**src/rtl/burst_rd_pkg.sv**
```systemverilog
package burst_rd_pkg;
    typedef enum logic [1:0] {
        ST_RUN   = 2'd0,
        ST_DRAIN = 2'd1,
        ST_DOZE  = 2'd2,
        ST_WAKE  = 2'd3
    } pwr_state_t;
endpackage

```
**src/rtl/brs_array.sv**
```systemverilog
module brs_array #(
    parameter int DEPTH = 16,
    parameter int DW    = 16,
    localparam int AW   = $clog2(DEPTH),
    localparam int NB   = DW / 8
) (
    input  logic          clk,
    input  logic          we,
    input  logic [AW-1:0] wa,
    input  logic [DW-1:0] wd,
    input  logic [NB-1:0] be,
    input  logic [AW-1:0] ra,
    output logic [DW-1:0] rd
);
    // One storage column per byte lane; the mask picks the columns written.
    for (genvar g = 0; g < NB; g++) begin : g_lane
        logic [7:0] cells [DEPTH];

        always_ff @(posedge clk) begin
            if (we && be[g]) begin
                cells[wa] <= wd[8*g +: 8];
            end
        end

        assign rd[8*g +: 8] = cells[ra];
    end
endmodule

```
**src/rtl/brs_power_fsm.sv**
```systemverilog
module brs_power_fsm
    import burst_rd_pkg::*;
#(
    parameter int REC_CYC = 4,
    localparam int CW     = $clog2(REC_CYC + 1)
) (
    input  logic       clk,
    input  logic       rst_n,
    input  logic       doze_req,
    output pwr_state_t st,
    output logic       accept,
    output logic       wr_block,
    output logic       dozing
);
    pwr_state_t     st_n;
    logic [CW-1:0]  cnt_q, cnt_n;

    always_ff @(posedge clk or negedge rst_n) begin
        if (!rst_n) begin
            st    <= ST_RUN;
            cnt_q <= '0;
        end else begin
            st    <= st_n;
            cnt_q <= cnt_n;
        end
    end

    always_comb begin
        st_n  = st;
        cnt_n = cnt_q;
        unique case (st)
            ST_RUN: begin
                if (doze_req) st_n = ST_DRAIN;
            end
            ST_DRAIN: begin
                st_n = doze_req ? ST_DOZE : ST_RUN;
            end
            ST_DOZE: begin
                if (!doze_req) begin
                    st_n  = ST_WAKE;
                    cnt_n = CW'(REC_CYC - 1);
                end
            end
            ST_WAKE: begin
                if (cnt_q == '0) st_n = ST_RUN;
                else             cnt_n = cnt_q - 1'b1;
            end
            default: st_n = ST_RUN;
        endcase
    end

    always_comb begin
        accept   = (st != ST_DOZE);
        wr_block = (st == ST_WAKE);
        dozing   = (st == ST_DOZE);
    end

    p_enter_drain_r6: assert property (@(posedge clk) disable iff (!rst_n)
        (st == ST_RUN && doze_req) |=> (st == ST_DRAIN));
    p_enter_doze_r6: assert property (@(posedge clk) disable iff (!rst_n)
        (st == ST_DRAIN && doze_req) |=> (st == ST_DOZE));
    p_leave_doze_r8: assert property (@(posedge clk) disable iff (!rst_n)
        (st == ST_DOZE && !doze_req) |=> (st == ST_WAKE));
endmodule

```
**src/rtl/brs_out_stage.sv**
```systemverilog
module brs_out_stage #(
    parameter int DW = 16
) (
    input  logic          clk,
    input  logic          rst_n,
    input  logic          pipe_mode,
    input  logic          oe_n,
    input  logic          dozing,
    input  logic          rd_q,
    input  logic          wr_q,
    input  logic          ds_q,
    input  logic [DW-1:0] arr_rd,
    output logic [DW-1:0] rdata,
    output logic          drive_en
);
    logic [DW-1:0] hold_q;
    logic          pv_q;
    logic          live;

    always_ff @(posedge clk or negedge rst_n) begin
        if (!rst_n) begin
            hold_q <= '0;
            pv_q   <= 1'b0;
        end else begin
            pv_q <= rd_q;
            if (rd_q) hold_q <= arr_rd;
        end
    end

    // A deselect or write that has just been registered cuts the drivers
    // one stage ahead of the pipelined data.
    always_comb begin
        if (pipe_mode) begin
            rdata = hold_q;
            live  = pv_q && !ds_q && !wr_q;
        end else begin
            rdata = arr_rd;
            live  = rd_q;
        end
        drive_en = live && !oe_n && !dozing;
    end

    p_scd_cut_r3: assert property (@(posedge clk) disable iff (!rst_n)
        (pipe_mode && (ds_q || wr_q)) |-> !drive_en);
    p_oe_gate_r4: assert property (@(posedge clk) disable iff (!rst_n)
        oe_n |-> !drive_en);
    p_doze_quiet_r6: assert property (@(posedge clk) disable iff (!rst_n)
        dozing |-> !drive_en);
endmodule

```
**src/rtl/burst_rd_stage.sv**
```systemverilog
module burst_rd_stage
    import burst_rd_pkg::*;
#(
    parameter int DEPTH   = 16,
    parameter int DW      = 16,
    parameter int REC_CYC = 4,
    localparam int AW     = $clog2(DEPTH),
    localparam int NB     = DW / 8
) (
    input  logic          clk,
    input  logic          rst_n,
    input  logic          pipe_mode,
    input  logic          oe_n,
    input  logic          doze_req,
    input  logic          cmd_rd,
    input  logic          cmd_wr,
    input  logic          cmd_desel,
    input  logic [AW-1:0] addr,
    input  logic [DW-1:0] wr_data,
    input  logic [NB-1:0] wr_be,
    output logic [DW-1:0] rdata,
    output logic          drive_en,
    output logic          wr_err
);
    pwr_state_t    st;
    logic          accept, wr_block, dozing;
    logic          rd_q, wr_q, ds_q;
    logic [AW-1:0] addr_q;
    logic [DW-1:0] arr_rd;
    logic          take_rd, take_wr, take_ds, core_we;

    brs_power_fsm #(.REC_CYC(REC_CYC)) i_pwr (
        .clk      (clk),
        .rst_n    (rst_n),
        .doze_req (doze_req),
        .st       (st),
        .accept   (accept),
        .wr_block (wr_block),
        .dozing   (dozing)
    );

    // Priority: deselect over write over read.
    always_comb begin
        take_ds = accept && cmd_desel;
        take_wr = accept && cmd_wr && !cmd_desel;
        take_rd = accept && cmd_rd && !cmd_wr && !cmd_desel;
        core_we = take_wr && !wr_block;
    end

    always_ff @(posedge clk or negedge rst_n) begin
        if (!rst_n) begin
            rd_q   <= 1'b0;
            wr_q   <= 1'b0;
            ds_q   <= 1'b0;
            addr_q <= '0;
            wr_err <= 1'b0;
        end else begin
            rd_q   <= take_rd;
            wr_q   <= core_we;
            ds_q   <= take_ds;
            wr_err <= take_wr && wr_block;
            if (accept) addr_q <= addr;
        end
    end

    brs_array #(.DEPTH(DEPTH), .DW(DW)) i_arr (
        .clk (clk),
        .we  (core_we),
        .wa  (addr),
        .wd  (wr_data),
        .be  (wr_be),
        .ra  (addr_q),
        .rd  (arr_rd)
    );

    brs_out_stage #(.DW(DW)) i_out (
        .clk       (clk),
        .rst_n     (rst_n),
        .pipe_mode (pipe_mode),
        .oe_n      (oe_n),
        .dozing    (dozing),
        .rd_q      (rd_q),
        .wr_q      (wr_q),
        .ds_q      (ds_q),
        .arr_rd    (arr_rd),
        .rdata     (rdata),
        .drive_en  (drive_en)
    );

    p_wake_write_flag_r8: assert property (@(posedge clk) disable iff (!rst_n)
        (st == ST_WAKE && cmd_wr && !cmd_desel) |=> wr_err);
    p_no_flag_outside_wake_r8: assert property (@(posedge clk) disable iff (!rst_n)
        (st != ST_WAKE) |=> !wr_err);
    p_doze_no_write_r7: assert property (@(posedge clk) disable iff (!rst_n)
        dozing |=> !wr_q && !rd_q);
endmodule

```
**config.mk**
```make
export PLATFORM = sky130hd
export DESIGN_NAME = burst_rd_stage
export DESIGN_NICKNAME = d
export VERILOG_FILES = /design/src/rtl/burst_rd_pkg.sv /design/src/rtl/brs_array.sv /design/src/rtl/brs_power_fsm.sv /design/src/rtl/brs_out_stage.sv /design/src/rtl/burst_rd_stage.sv
export SDC_FILE = /design/constraint.sdc
export NUM_CORES = 1
export LEC_CHECK = 0
export ABC_AREA = 0
export BUFFER_PORTS_ARGS = -buffer_cell sky130_fd_sc_hd__buf_2
export CAP_MARGIN = 15
export CORE_MARGIN = 2
export CORE_UTILIZATION = 61
export CTS_CLUSTER_SIZE = 24
export DETAILED_ROUTE_END_ITERATION = 10
export PLACE_DENSITY = 0.77
export SETUP_SLACK_MARGIN = 0.02
export SKIP_CTS_REPAIR_TIMING = 1
export SYNTH_ARGS = -nofsm -noshare
export SYNTH_HDL_FRONTEND = slang
export SYNTH_SLANG_ARGS = --single-unit
```
**constraint.sdc**
```tcl
create_clock -name clk -period 2.1 [get_ports clk]
set_input_delay 0.105 -clock clk [delete_from_list [all_inputs] [get_ports clk]]
set_output_delay 0.105 -clock clk [all_outputs]
set_load 0.05 [all_outputs]
```
==> key figures <==
STA
  – Worst Tran Pin Value: roughly 0.74 ns
  – Tcrit/Tclk final: 135%
  – Slew Limit Headroom: between 50% and 60%
  – Hold_ws: about 0.0075 ns
  – Final Max Tran Viols: 0
  – Final setup fails: 23
  – Final WS setup: -0.742 ns
  – RSZ-0062 raised after global routing: yes
  – Final min period: ~2.8 ns
  – F_max: approximately 350 MHz
  – Hold Violations, Final: 0
  – Setup Skew: around 0.017 ns
  – Setup TNS: -10.68 ns

Floorplan
  – Die area: 19,700 um^2
  – # rows: 49
  – Core footprint: ~18,000 um^2
  – Die extent in y: approximately 140 um
  – Ports: 48
  – Initial Util: 62.7%
  – Die width: approximately 140 um

Place
  – Placed instance area: 12,200 um^2
  – I/O Buffers: 47
  – RD Place Congestion: 0.796
  – DPL Wire Length: 14.8 mm

Drt
  – WL/cell: around 27 um
  – WL final: 26.1 mm
  – DR vias/cell: approximately 6.4
  – TritonRoute pass-1 iters: 7
  – Post-DRT Antenna Nets: 0
  – Via count: 6,265
  – Initial DRC count: 659
  – Drt drc: 0

Worst setup path
  – Critical Path Start Type: register
  – Cell mode on critical path: buf_6
  – Delay-heaviest family, CP: multiplexers
  – CP bufs+invs: 3
  – Crit-path max FO: 8
  – Critical path class: reg -> out
  – Slowest cell on crit path: mux4_2
  – Critical path's largest stage delay: about 0.58 ns
  – CP Data Arrival Time: ~2.7 ns
  – Crit. End Element: output port
  – Critical path required time: roughly 2.0 ns
  – Crit-path cells: buf_6, clkbuf_16, mux4_2, mux2i_4, o22ai_2, mux2_2, buf_6

Hold path
  – Type of the tightest min-delay check: in -> reg

Global route
  – Vias in the first global route: approximately 6.1k
  – All-Layer GR Usage: about a quarter
  – Grt ovf: 0
  – Antenna violations before repair: 1
  – First-pass GRT wire length: approximately 36 mm
  – Largest net degree at the start of global routing: 34

Logic synthesis
  – Unique masters post-synth: 26
  – Register area share after synthesis: approximately 74%
  – Synthesized area: about 11,000 um^2
  – Syn. warnings: 0
  – Avg Inst Size Synth: about 19 um^2
  – Cells after Synth: a little under 600
  – Seq cells post-synth: approximately 290
  – Syn nets: roughly 620

Outcome
  – Status: complete, but fails checks
  – Violated checks: negative setup slack

Cells and area
  – Layout cells sized above 1: 41.7%
  – Final nets: 758
  – Area growth from synthesis to layout: 23.4%
  – Most frequent cells in the layout: edfxtp_1, mux2_2, buf_4
  – Fillers: between 800 and 900
  – Inserted Diodes: 0
  – Design Area, Final: around 14,000 um^2
  – Most common cell after layout, fill and taps aside: edfxtp_1

Clocking
  – Clk_lat worst skew: 0.54 ns
  – CTS clk-pin slew, worst paths: 0.06 ns
  – CTS tree: done
  – Clk sinks: around 290
  – H-tree level count: 1
  – Root Driver: clkbuf_16
  – Clock buffer depth: 3
  – CTS Buf Count: 28

Power
  – Maximum VDD drop: roughly 0.00069 V
  – Power Density: approximately 1300 nW/um^2
  – Static Leak: 4.89 nW

Job
  – Number of max-cap violations: 0
==> per-stage QoR <==
| step | setup WS [ns] | instances | utilization, % | power [mW] |
|---|---|---|---|---|
| 6_report | -0.742 | 977 | 77.4 | 18.6 |
| 2_1_floorplan | 0.222 | 586 | - | 10.4 |
| 4_1_cts | -0.750 | 935 | 72.7 | 17.0 |
| 3_5_place_dp | -0.117 | 883 | 67.3 | 11.8 |
| 3_3_place_gp | -0.102 | 883 | 67.3 | 11.6 |
| 5_1_grt | -0.821 | 977 | 77.4 | 19.1 |
==> final timing paths <==
| check | endpoint | slack, ns | depth (start not counted) | from |
|---|---|---|---|---|
| max | rdata[7] | -0.74 | 7 | addr_q[0]$_DFFE_PN0P_ |
| min in group asynchronous | wr_q$_DFF_PN0_ | 0.16 | 2 | rst_n |
| min | i_arr.g_lane[1].cells[12][0]$_DFFE_PP_ | 0.007 | 1 | wr_data[8] |
| max in group asynchronous | addr_q[0]$_DFFE_PN0P_ | 1.39 | 2 | rst_n |
| min reg2reg | i_out.hold_q[5]$_DFFE_PN0P_ | 0.50 | 1 | i_out.hold_q[5]$_DFFE_PN0P_ |
| max reg2reg | i_out.hold_q[8]$_DFFE_PN0P_ | -0.04 | 7 | addr_q[0]$_DFFE_PN0P_ |
==> synth_stat cells (all sizes together) <==
cell    number  share of area (%)
a21oi        2              0.088
and2         4               0.22
and3         1              0.055
and4b        1              0.088
buf         18                1.2
clkbuf      15               0.50
dfrtp       30                6.6
edfxtp     256                 68
ha           2               0.22
inv          3              0.099
mux2        68                6.8
mux2i       17                1.5
mux4        48                9.5
nand2       11               0.36
nand2b       7               0.39
nand3        5               0.22
nor2        38                1.3
nor2b        2               0.11
nor3b        2               0.13
nor4bb       1              0.088
o21ai       22               0.97
o22ai       32                1.8
or2          1              0.055
==> registers in the layout, summed over array words and instances (netlist names), named ones only <==
signal / cells
wr_q: 1
i_arr.g_lane.cells: 256
i_out.hold_q: 16
i_pwr.cnt_q: 3
ds_q: 1
rd_q: 1
wr_err: 1
i_pwr.st: 1
i_out.pv_q: 1
addr_q: 4
==> cells by family (layout without fill, tap and decap cells) <==
group                      after synthesis  in the layout  share of synthesized area (%)
buffers and inverters                   36            198                           1.80
and+or+nand+nor                         73             73                           2.98
muxes                                  133            133                           17.8
adders and majority gates                2              2                          0.221
DFF                                    286            286                           74.4
AOI/OAI and AO/OA                       56             56                           2.82
==> layout make-up <==
type | instances | area [um^2] | share of cell area, %
clock buffer | 30 | 729 | 5.21
clock inverter | 22 | 250 | 1.79
inverter | 3 | 11.3 | 0.0804
multi-input combinational | 264 | 2960 | 21.2
sequential | 286 | 8440 | 60.3
tap | 229 | 287 | 2.05
timing repair buffer | 143 | 1320 | 9.41
==> power breakdown <==
part	internal, mW	switching, mW	total (mW)
sequential	6.47	0.205	6.68
combinational	3.21	3.39	6.60
clock	3.14	2.15	5.29
total	12.8	5.74	18.6
==> metal layers <==
metal | global-route usage, % | share of wire (%)
met5 | 0 | 0.038
met4 | 6.49 | 2.3
met3 | 4.96 | 8.4
met2 | 37.2 | 49
met1 | 36.5 | 40
(Power assumes the default switching activity.)
